[src/rtl/pdiv_pkg.sv]
package pdiv_pkg;
  localparam int CHAIN_W  = 15;
  localparam int RATE_W   = 4;
  localparam int SEL_W    = 3;
  localparam logic [SEL_W-1:0]  SEL_RUN  = 3'b010;
  localparam logic [RATE_W-1:0] RATE_DEF = 4'd6;
  localparam int SQW_BIT  = 3;

  // Codes 1 and 2 alias onto the taps of codes 8 and 9.
  function automatic logic [RATE_W-1:0] eff_rate(input logic [RATE_W-1:0] code);
    if (code == 4'd1 || code == 4'd2) eff_rate = code + 4'd7;
    else eff_rate = code;
  endfunction

  // Low-bit mask whose all-ones state precedes a period boundary.
  function automatic logic [CHAIN_W-1:0] tap_mask(input logic [RATE_W-1:0] code);
    logic [RATE_W-1:0] r;
    r = eff_rate(code);
    if (r == '0) tap_mask = '0;
    else tap_mask = (CHAIN_W'(1) << (r - 4'd1)) - CHAIN_W'(1);
  endfunction
endpackage

[src/rtl/pdiv_regs.sv]
module pdiv_regs #(
  parameter int SEL_W  = pdiv_pkg::SEL_W,
  parameter int RATE_W = pdiv_pkg::RATE_W,
  parameter int SQW_BIT = pdiv_pkg::SQW_BIT
) (
  input  logic              clk,
  input  logic              rst_n,
  input  logic              wr_en,
  input  logic              wr_addr,
  input  logic [7:0]        wr_data,
  input  logic              rd_addr,
  output logic [7:0]        rd_data,
  output logic [SEL_W-1:0]  div_sel,
  output logic [RATE_W-1:0] rate_code,
  output logic              sqw_en
);
  localparam int USED_W = SEL_W + RATE_W;

  logic unused_wr_bits;
  assign unused_wr_bits = ^wr_data[7:USED_W];

  always_ff @(posedge clk or negedge rst_n) begin
    if (!rst_n) begin
      div_sel   <= pdiv_pkg::SEL_RUN;
      rate_code <= pdiv_pkg::RATE_DEF;
      sqw_en    <= 1'b0;
    end else if (wr_en) begin
      if (!wr_addr) begin
        div_sel   <= wr_data[USED_W-1:RATE_W];
        rate_code <= wr_data[RATE_W-1:0];
      end else begin
        sqw_en    <= wr_data[SQW_BIT];
      end
    end
  end

  always_comb begin
    rd_data = '0;
    if (!rd_addr) rd_data[USED_W-1:0] = {div_sel, rate_code};
    else          rd_data[SQW_BIT]    = sqw_en;
  end
endmodule

[src/rtl/pdiv_chain.sv]
module pdiv_chain #(
  parameter int CHAIN_W = pdiv_pkg::CHAIN_W
) (
  input  logic               clk,
  input  logic               rst_n,
  input  logic               run,
  input  logic               tb_en,
  output logic [CHAIN_W-1:0] cnt,
  output logic               sec_tick
);
  logic wrap_evt;
  assign wrap_evt = run && tb_en && (&cnt);

  always_ff @(posedge clk or negedge rst_n) begin
    if (!rst_n) begin
      cnt      <= '0;
      sec_tick <= 1'b0;
    end else begin
      sec_tick <= wrap_evt;
      if (!run)       cnt <= '0;
      else if (tb_en) cnt <= cnt + CHAIN_W'(1);
    end
  end
endmodule

[src/rtl/pdiv_tap.sv]
module pdiv_tap #(
  parameter int CHAIN_W = pdiv_pkg::CHAIN_W,
  parameter int RATE_W  = pdiv_pkg::RATE_W
) (
  input  logic               clk,
  input  logic               rst_n,
  input  logic               run,
  input  logic               tb_en,
  input  logic [RATE_W-1:0]  rate_code,
  input  logic [CHAIN_W-1:0] cnt,
  output logic [CHAIN_W-1:0] mask,
  output logic               evt,
  output logic               periodic_stb
);
  assign mask = pdiv_pkg::tap_mask(rate_code);
  assign evt  = run && tb_en && (rate_code != '0) && ((cnt & mask) == mask);

  always_ff @(posedge clk or negedge rst_n) begin
    if (!rst_n) periodic_stb <= 1'b0;
    else        periodic_stb <= evt;
  end
endmodule

[src/rtl/pdiv_sqw.sv]
module pdiv_sqw (
  input  logic clk,
  input  logic rst_n,
  input  logic sqw_en,
  input  logic evt,
  output logic sqw_out
);
  always_ff @(posedge clk or negedge rst_n) begin
    if (!rst_n)      sqw_out <= 1'b0;
    else if (!sqw_en) sqw_out <= 1'b0;
    else if (evt)    sqw_out <= ~sqw_out;
  end
endmodule

[src/rtl/periodic_divider.sv]
module periodic_divider #(
  parameter int CHAIN_W = pdiv_pkg::CHAIN_W,
  parameter int RATE_W  = pdiv_pkg::RATE_W,
  parameter int SEL_W   = pdiv_pkg::SEL_W
) (
  input  logic       clk,
  input  logic       rst_n,
  input  logic       tb_en,
  input  logic       wr_en,
  input  logic       wr_addr,
  input  logic [7:0] wr_data,
  input  logic       rd_addr,
  output logic [7:0] rd_data,
  output logic       periodic_stb,
  output logic       sec_tick,
  output logic       sqw_out
);
  logic [SEL_W-1:0]   div_sel;
  logic [RATE_W-1:0]  rate_code;
  logic               sqw_en;
  logic               run;
  logic [CHAIN_W-1:0] chain_cnt;
  logic [CHAIN_W-1:0] tap_mask;
  logic               tap_evt;

  pdiv_regs #(.SEL_W(SEL_W), .RATE_W(RATE_W)) u_regs (
    .clk(clk), .rst_n(rst_n), .wr_en(wr_en), .wr_addr(wr_addr),
    .wr_data(wr_data), .rd_addr(rd_addr), .rd_data(rd_data),
    .div_sel(div_sel), .rate_code(rate_code), .sqw_en(sqw_en)
  );

  assign run = (div_sel == pdiv_pkg::SEL_RUN);

  pdiv_chain #(.CHAIN_W(CHAIN_W)) u_chain (
    .clk(clk), .rst_n(rst_n), .run(run), .tb_en(tb_en),
    .cnt(chain_cnt), .sec_tick(sec_tick)
  );

  pdiv_tap #(.CHAIN_W(CHAIN_W), .RATE_W(RATE_W)) u_tap (
    .clk(clk), .rst_n(rst_n), .run(run), .tb_en(tb_en),
    .rate_code(rate_code), .cnt(chain_cnt), .mask(tap_mask),
    .evt(tap_evt), .periodic_stb(periodic_stb)
  );

  pdiv_sqw u_sqw (
    .clk(clk), .rst_n(rst_n), .sqw_en(sqw_en), .evt(tap_evt),
    .sqw_out(sqw_out)
  );
endmodule

[config.mk]
export PLATFORM = sky130hd
export DESIGN_NAME = periodic_divider
export DESIGN_NICKNAME = d
export VERILOG_FILES = /design/src/rtl/pdiv_pkg.sv /design/src/rtl/pdiv_regs.sv /design/src/rtl/pdiv_chain.sv /design/src/rtl/pdiv_tap.sv /design/src/rtl/pdiv_sqw.sv /design/src/rtl/periodic_divider.sv
export SDC_FILE = /design/constraint.sdc
export NUM_CORES = 1
export LEC_CHECK = 0
export BUFFER_PORTS_ARGS = -buffer_cell sky130_fd_sc_hd__buf_2
export CAP_MARGIN = 30
export CORE_ASPECT_RATIO = 0.75
export CORE_MARGIN = 5
export CORE_UTILIZATION = 40
export CTS_BUF_LIST = sky130_fd_sc_hd__clkbuf_8 sky130_fd_sc_hd__clkbuf_16
export DETAILED_ROUTE_END_ITERATION = 8
export GPL_ROUTABILITY_DRIVEN = 0
export PLACE_DENSITY = 0.66
export SYNTH_ARGS = -nofsm -noshare
export SYNTH_HDL_FRONTEND = slang
export SYNTH_SLANG_ARGS = --single-unit
[constraint.sdc]
create_clock -name clk -period 3.5 [get_ports clk]
set_input_delay 0.35 -clock clk [delete_from_list [all_inputs] [get_ports clk]]
set_output_delay 0.35 -clock clk [all_outputs]
set_load 0.02 [all_outputs]
======== Word level (Yosys, flattened, before mapping) ========
Cells that the tools add are included.
cells by class
  multiplexer cells ....................... 9
  divide/modulo/power cells ............... 0
  reductions and logical operators ........ 10
  $add $sub $neg .......................... 4
  multipliers ............................. 0
  order comparisons ....................... 0
  bitwise logic cells ..................... 3
  eq/ne operators ......................... 6
  shifts and indexed selects .............. 1
operators by type and width
  operator                 count
  $mux W15                 3
  $add A15 B1 Y15 const B  1
  $and A15 B15 Y15         1
  $eq A15 B15 Y1           1
  $reduce_and A15 Y1       1
  $shl A1 B4 Y15 const A   1
  $sub A15 B2 Y15 const B  1
  $mux W3                  2
  $add A4 B3 Y4 const B    1
  $eq A4 B1 Y1 const B     1
  $eq A4 B2 Y1 const B     1
  $logic_and A1 B1 Y1      4
  $logic_not A4 Y1         1
  $mux W4                  1
  $reduce_and A2 Y1        2
  $reduce_bool A4 Y1       1
  $sub A4 B1 Y4 const B    1
  $eq A3 B2 Y1 const B     1
  $mux W1                  3
  $ne A2 B1 Y1 const B     1
  $ne A2 B2 Y1 const B     1
  $not A1 Y1               2
  $logic_or A1 B1 Y1       1
word-level totals
  latch bits .............................. 0
  input bits .............................. 14
  register bits ........................... 26
  RAM bits ................................ 0
  ROM bits ................................ 0
  memories kept ........................... 0

======== Longest topological paths before layout ========
  depth after elaboration ................. 12
  mapped depth ............................ 15
  gate-level depth less buffers ........... 13

======== Modules after synthesis ========
A second synthesis with hierarchy kept.
second synthesis, totals
  cell total of the unflattened synthesis .. 244
  area total of the unflattened synthesis .. 2193.4 um2
by module, submodules not included
  module            area an instance (um2)  instances  cells each
  pdiv_tap          928.4                   1          134
  pdiv_chain        803.3                   1          78
  pdiv_regs         409.1                   1          28
  pdiv_sqw          40.0                    1          3
  periodic_divider  12.5                    1          1

======== Worst setup path after synthesis ========
Ideal clock, no wire load.
  path type ............................... reg2reg
  start point ............................. register u_regs.rate_code[1]
  end point ............................... register u_sqw.sqw_out
  data arrival time ....................... 2974 ps
  path buffers ............................ 2
  slack ................................... 446 ps
  required time ........................... 3421 ps
  library setup time ...................... 79 ps
  cell stages (with the launch flop) ...... 16
  cells stage by stage .................... dfstp_2 -> buf_4 -> inv_6 -> ha_1 -> nor2_1 -> nor3_1 -> nand2_1 -> ha_1 -> clkbuf_4 -> nor4b_1 -> a21oi_1 -> a41o_1 -> o32ai_1 -> or4_1 -> a21oi_2 -> mux2i_1
between the ends
  longest elaborated chain between the ends .. 11
RTL lines
  what                                                                     line                    source
  start, declared                                                          pdiv_regs.sv:14         output logic [RATE_W-1:0] rate_code,
  start signal, assigned                                                   pdiv_regs.sv:25         rate_code <= pdiv_pkg::RATE_DEF;
  start signal, assigned                                                   pdiv_regs.sv:30         rate_code <= wr_data[RATE_W-1:0];
  parallel branches: the longest is 9 deep, another holds $sub A15 B2 Y15  -
  $logic_and A1 B1 Y1 (*)                                                  pdiv_tap.sv:16          assign evt = run && tb_en && (rate_code != '0) && ((cnt & mask) == mask);
  net tap_evt                                                              periodic_divider.sv:24  logic tap_evt;
  $ne A2 B1 Y1 (no source line) (*)                                        -
  end signal, assigned                                                     pdiv_sqw.sv:11          else if (evt) sqw_out <= ~sqw_out;
  end, declared                                                            pdiv_sqw.sv:6           output logic sqw_out
Mark *: on every way through the listed nets, which the timed path passes.
A chain may end at the register's enable or synchronous reset.

======== Worst setup path in the final report ========
Ends and elaborated chain as after synthesis.

==> impl_metrics.ini <==
[status]
outcome = complete, no violations

[critical_path]
crit_start = u_regs.rate_code[1]$_DFFE_PN1P_
critical_path_peak_fanout = 12
crit_path_end = u_sqw.sqw_out$_DFFE_PN0P_
rr_endpoint = u_sqw.sqw_out$_DFFE_PN0P_
path_class = flip-flop to flip-flop
reg2regPathDepth = 11
ff2ff_setup_slack_ns = 0.29
start_kind = flip-flop
crit_arrival_ns = 3.38
worstReg2RegStart = u_regs.rate_code[1]$_DFFE_PN1P_
endpoint_kind = flip-flop
worstPathRequired_ns = 3.67

[global_route]
antenna_found_initial = 0
grt.overflow.total = 0
grt_usage_pct = 14.5
grt_max_degree = 27
grt_pass1_vias = 1430
grt_pass1_wl_um = 6730

[clocking]
htree_levels = 1
cts_buffer_depth = 2
hold_buffers = 0
cts_buffers = 3
root_buffer = clkbuf_8
clock_sinks = 26
clock_latency_ns = 0.28
cts_tree = built
clk_pin_slew_ns = 0.10

[sta]
finalSetupTns_ns = 0
clock_skew_ns = 0.00252
maxSlewViolCount = 0
finalSetupViolCount = 0
slew_headroom_pct = 54.1
fin_ws_ns = 0.288
finalCritPeriodShare_pct = 91.8
grt_setup_unrepaired = no
worstMarginPinSlew_ns = 0.687
clock.fmax_ghz = 0.311
finalHoldViolCount = 0
period_minus_slack_ns = 3.21

[floorplanning]
rows = 20
die_x_um = 86.5
io_pins = 25
coreArea_um2 = 4150
die_area_um2 = 5830
start_util_pct = 42.3
fp.dieH_um = 67.4

[route]
wl_met1_um = 2020
via_count = 1480
firstDrtPassIters = 4
drt-vias-per-instance = 5.50
wl_met2_um = 1650
dr_wl_met3_um = 177
wire_per_inst_um = 14.4
antenna_left = 0
drc = 0
drt-total-wl_um = 3870
top_layer_used = met4
drt_iter0_drc = 123

[logic_synthesis]
synth_cell_types = 56
synth_fp_nets = 212
synth-edff-count = 0
netlist_instances = 193
syn_area_um2 = 1760
postSynth.asyncResetShare_pct = 100
synth_most_common_cell = nor2_1
yosys-top-cells-count = nor2_1 (26), dfrtp_1 (23), nand2_1 (18), o21ai_0 (9), xor2_1 (9)
ys.flop_type = dfrtp_1
avgSynthCellArea_um2 = 9.10
yosysWarnings = 0
yosysSeqAreaShare_pct = 37.3
synth_top_area_share_pct = 32.8
ys_top_cells_by_area = dfrtp_1 (33%), nor2_1 (5.6%), dfstp_2 (4.5%)
ys_ff_latch = 26
yosysTopAreaCell = dfrtp_1

[hold_path]
worstHoldPathType = input pin to asynchronous set/reset pin

[pwr]
ir_worst_vdd_mv = 0.250
leakage_nw = 0.834
power_per_cell_area_nw_per_um2 = 422

[final_layout]
drive_gt1_share_pct = 25.7
syn_to_final_growth_pct = 12.8
nets = 234
n_fill_cell = 413
antennaDiodeCount = 0
fin_util_pct = 47.7

[place]
dp_hpwl_um = 2880
post-place-ws_ns = 0.267
io_buffers = 22

[job]
maxCapViolCount = 0
state kept, by name (all words and copies together), names as in the netlist:
name                count
u_sqw.sqw_out           1
u_chain.sec_tick        1
u_tap.periodic_stb      1
u_regs.sqw_en           1
u_regs.rate_code        4
u_chain.cnt            15
u_regs.div_sel          3
layout by cell type (no fill, tap or decap), drive strengths merged, types with 2 or more instances in the layout:
cell     netlist  final
a21oi          9      9
a31oi          2      2
and3           4      4
buf            4     26
clkbuf         5      3
conb           2      2
dfrtp         23     23
dfstp          3      3
ha             5      5
inv            3      3
mux2           8      8
mux2i          2      2
nand2         18     18
nand3          8      8
nand4b         2      2
nor2          27     27
nor2b          5      5
nor3           7      7
o2111ai        3      3
o21ai         13     13
o21ba          3      3
o311ai         2      2
o32ai          2      2
or2            3      3
or2b           2      2
or3            2      2
xnor2          3      3
xor2           9      9
how the worst min path moves through the flow:
stage,start,endpoint,slack (ns),cells past startpoint
6_report,rst_n,u_regs.div_sel[0]$_DFFE_PN0P_,0.06,1
5_1_grt,rst_n,u_regs.div_sel[0]$_DFFE_PN0P_,0.09,1
4_1_cts,rst_n,u_regs.div_sel[0]$_DFFE_PN0P_,0.08,1
3_5_place_dp,rst_n,u_regs.div_sel[0]$_DFFE_PN0P_,0.39,1
3_3_place_gp,rst_n,u_regs.div_sel[0]$_DFFE_PN0P_,0.38,1
2_1_floorplan,rst_n,u_chain.cnt[0]$_DFFE_PN0P_,0.05,0
power breakdown:
part           switching (mW)  internal [mW]  total [mW]
Sequential             0.0217          0.319       0.340
Combinational           0.141         0.0969       0.238
Clock                   0.104          0.153       0.257
critical path: stages, from the launching register on:
cell and delay [ns]:
dfstp_2 0.70, inv_6 0.09, ha_1 0.38, nor3_1 0.30
nand2_1 0.09, ha_1 0.23, nor4b_1 0.27, a21oi_1 0.13
buf_4 0.16, o311ai_0 0.52, a21oi_2 0.09, mux2i_1 0.14
area by class of cell:
type / count / area [um2] / share of cell area, %
timing repair buffer: 26 / 140 / 7.07
inverter: 3 / 16.3 / 0.821
clock buffer: 3 / 41.3 / 2.08
tap: 55 / 68.8 / 3.47
sequential: 26 / 654 / 33.0
multi-input combinational: 155 / 1030 / 52.0
clock inverter: 1 / 30.0 / 1.52
routing by layer:
layer  global-route usage, %  vias up
met2                    22.9       26
met1                    21.0      716
met3                    2.80        3
li1                        -      735
met5                       0        -
met4                    2.33        0
cell families after synthesis:
group,after synthesis,synth area share (%)
simple gates,82,22.9
compound gates,44,19.2
flops,26,37.3
xor+xnor,12,5.98
buf+inv,12,4.20
mux,10,6.48
fa+ha+maj,5,3.56
other cells,2,0.428
stage by stage:
stage / area (um2) / power, mW / cells / hold WS (ns)
5_1_grt: 1980 / 0.884 / 269 / 0.0944
3_3_place_gp: 1910 / 0.581 / 265 / 0.383
3_5_place_dp: 1910 / 0.582 / 265 / 0.391
2_1_floorplan: 1760 / 0.525 / 193 / 0.0544
6_report: 1980 / 0.836 / 269 / 0.0621
4_1_cts: 1980 / 0.842 / 269 / 0.0781
what timing repair did:
item	in CTS	in global routing
setup endpoints to repair	0	1
buffers inserted	0	0
resized for setup	0	1
Power figures use the tool's default switching activity.
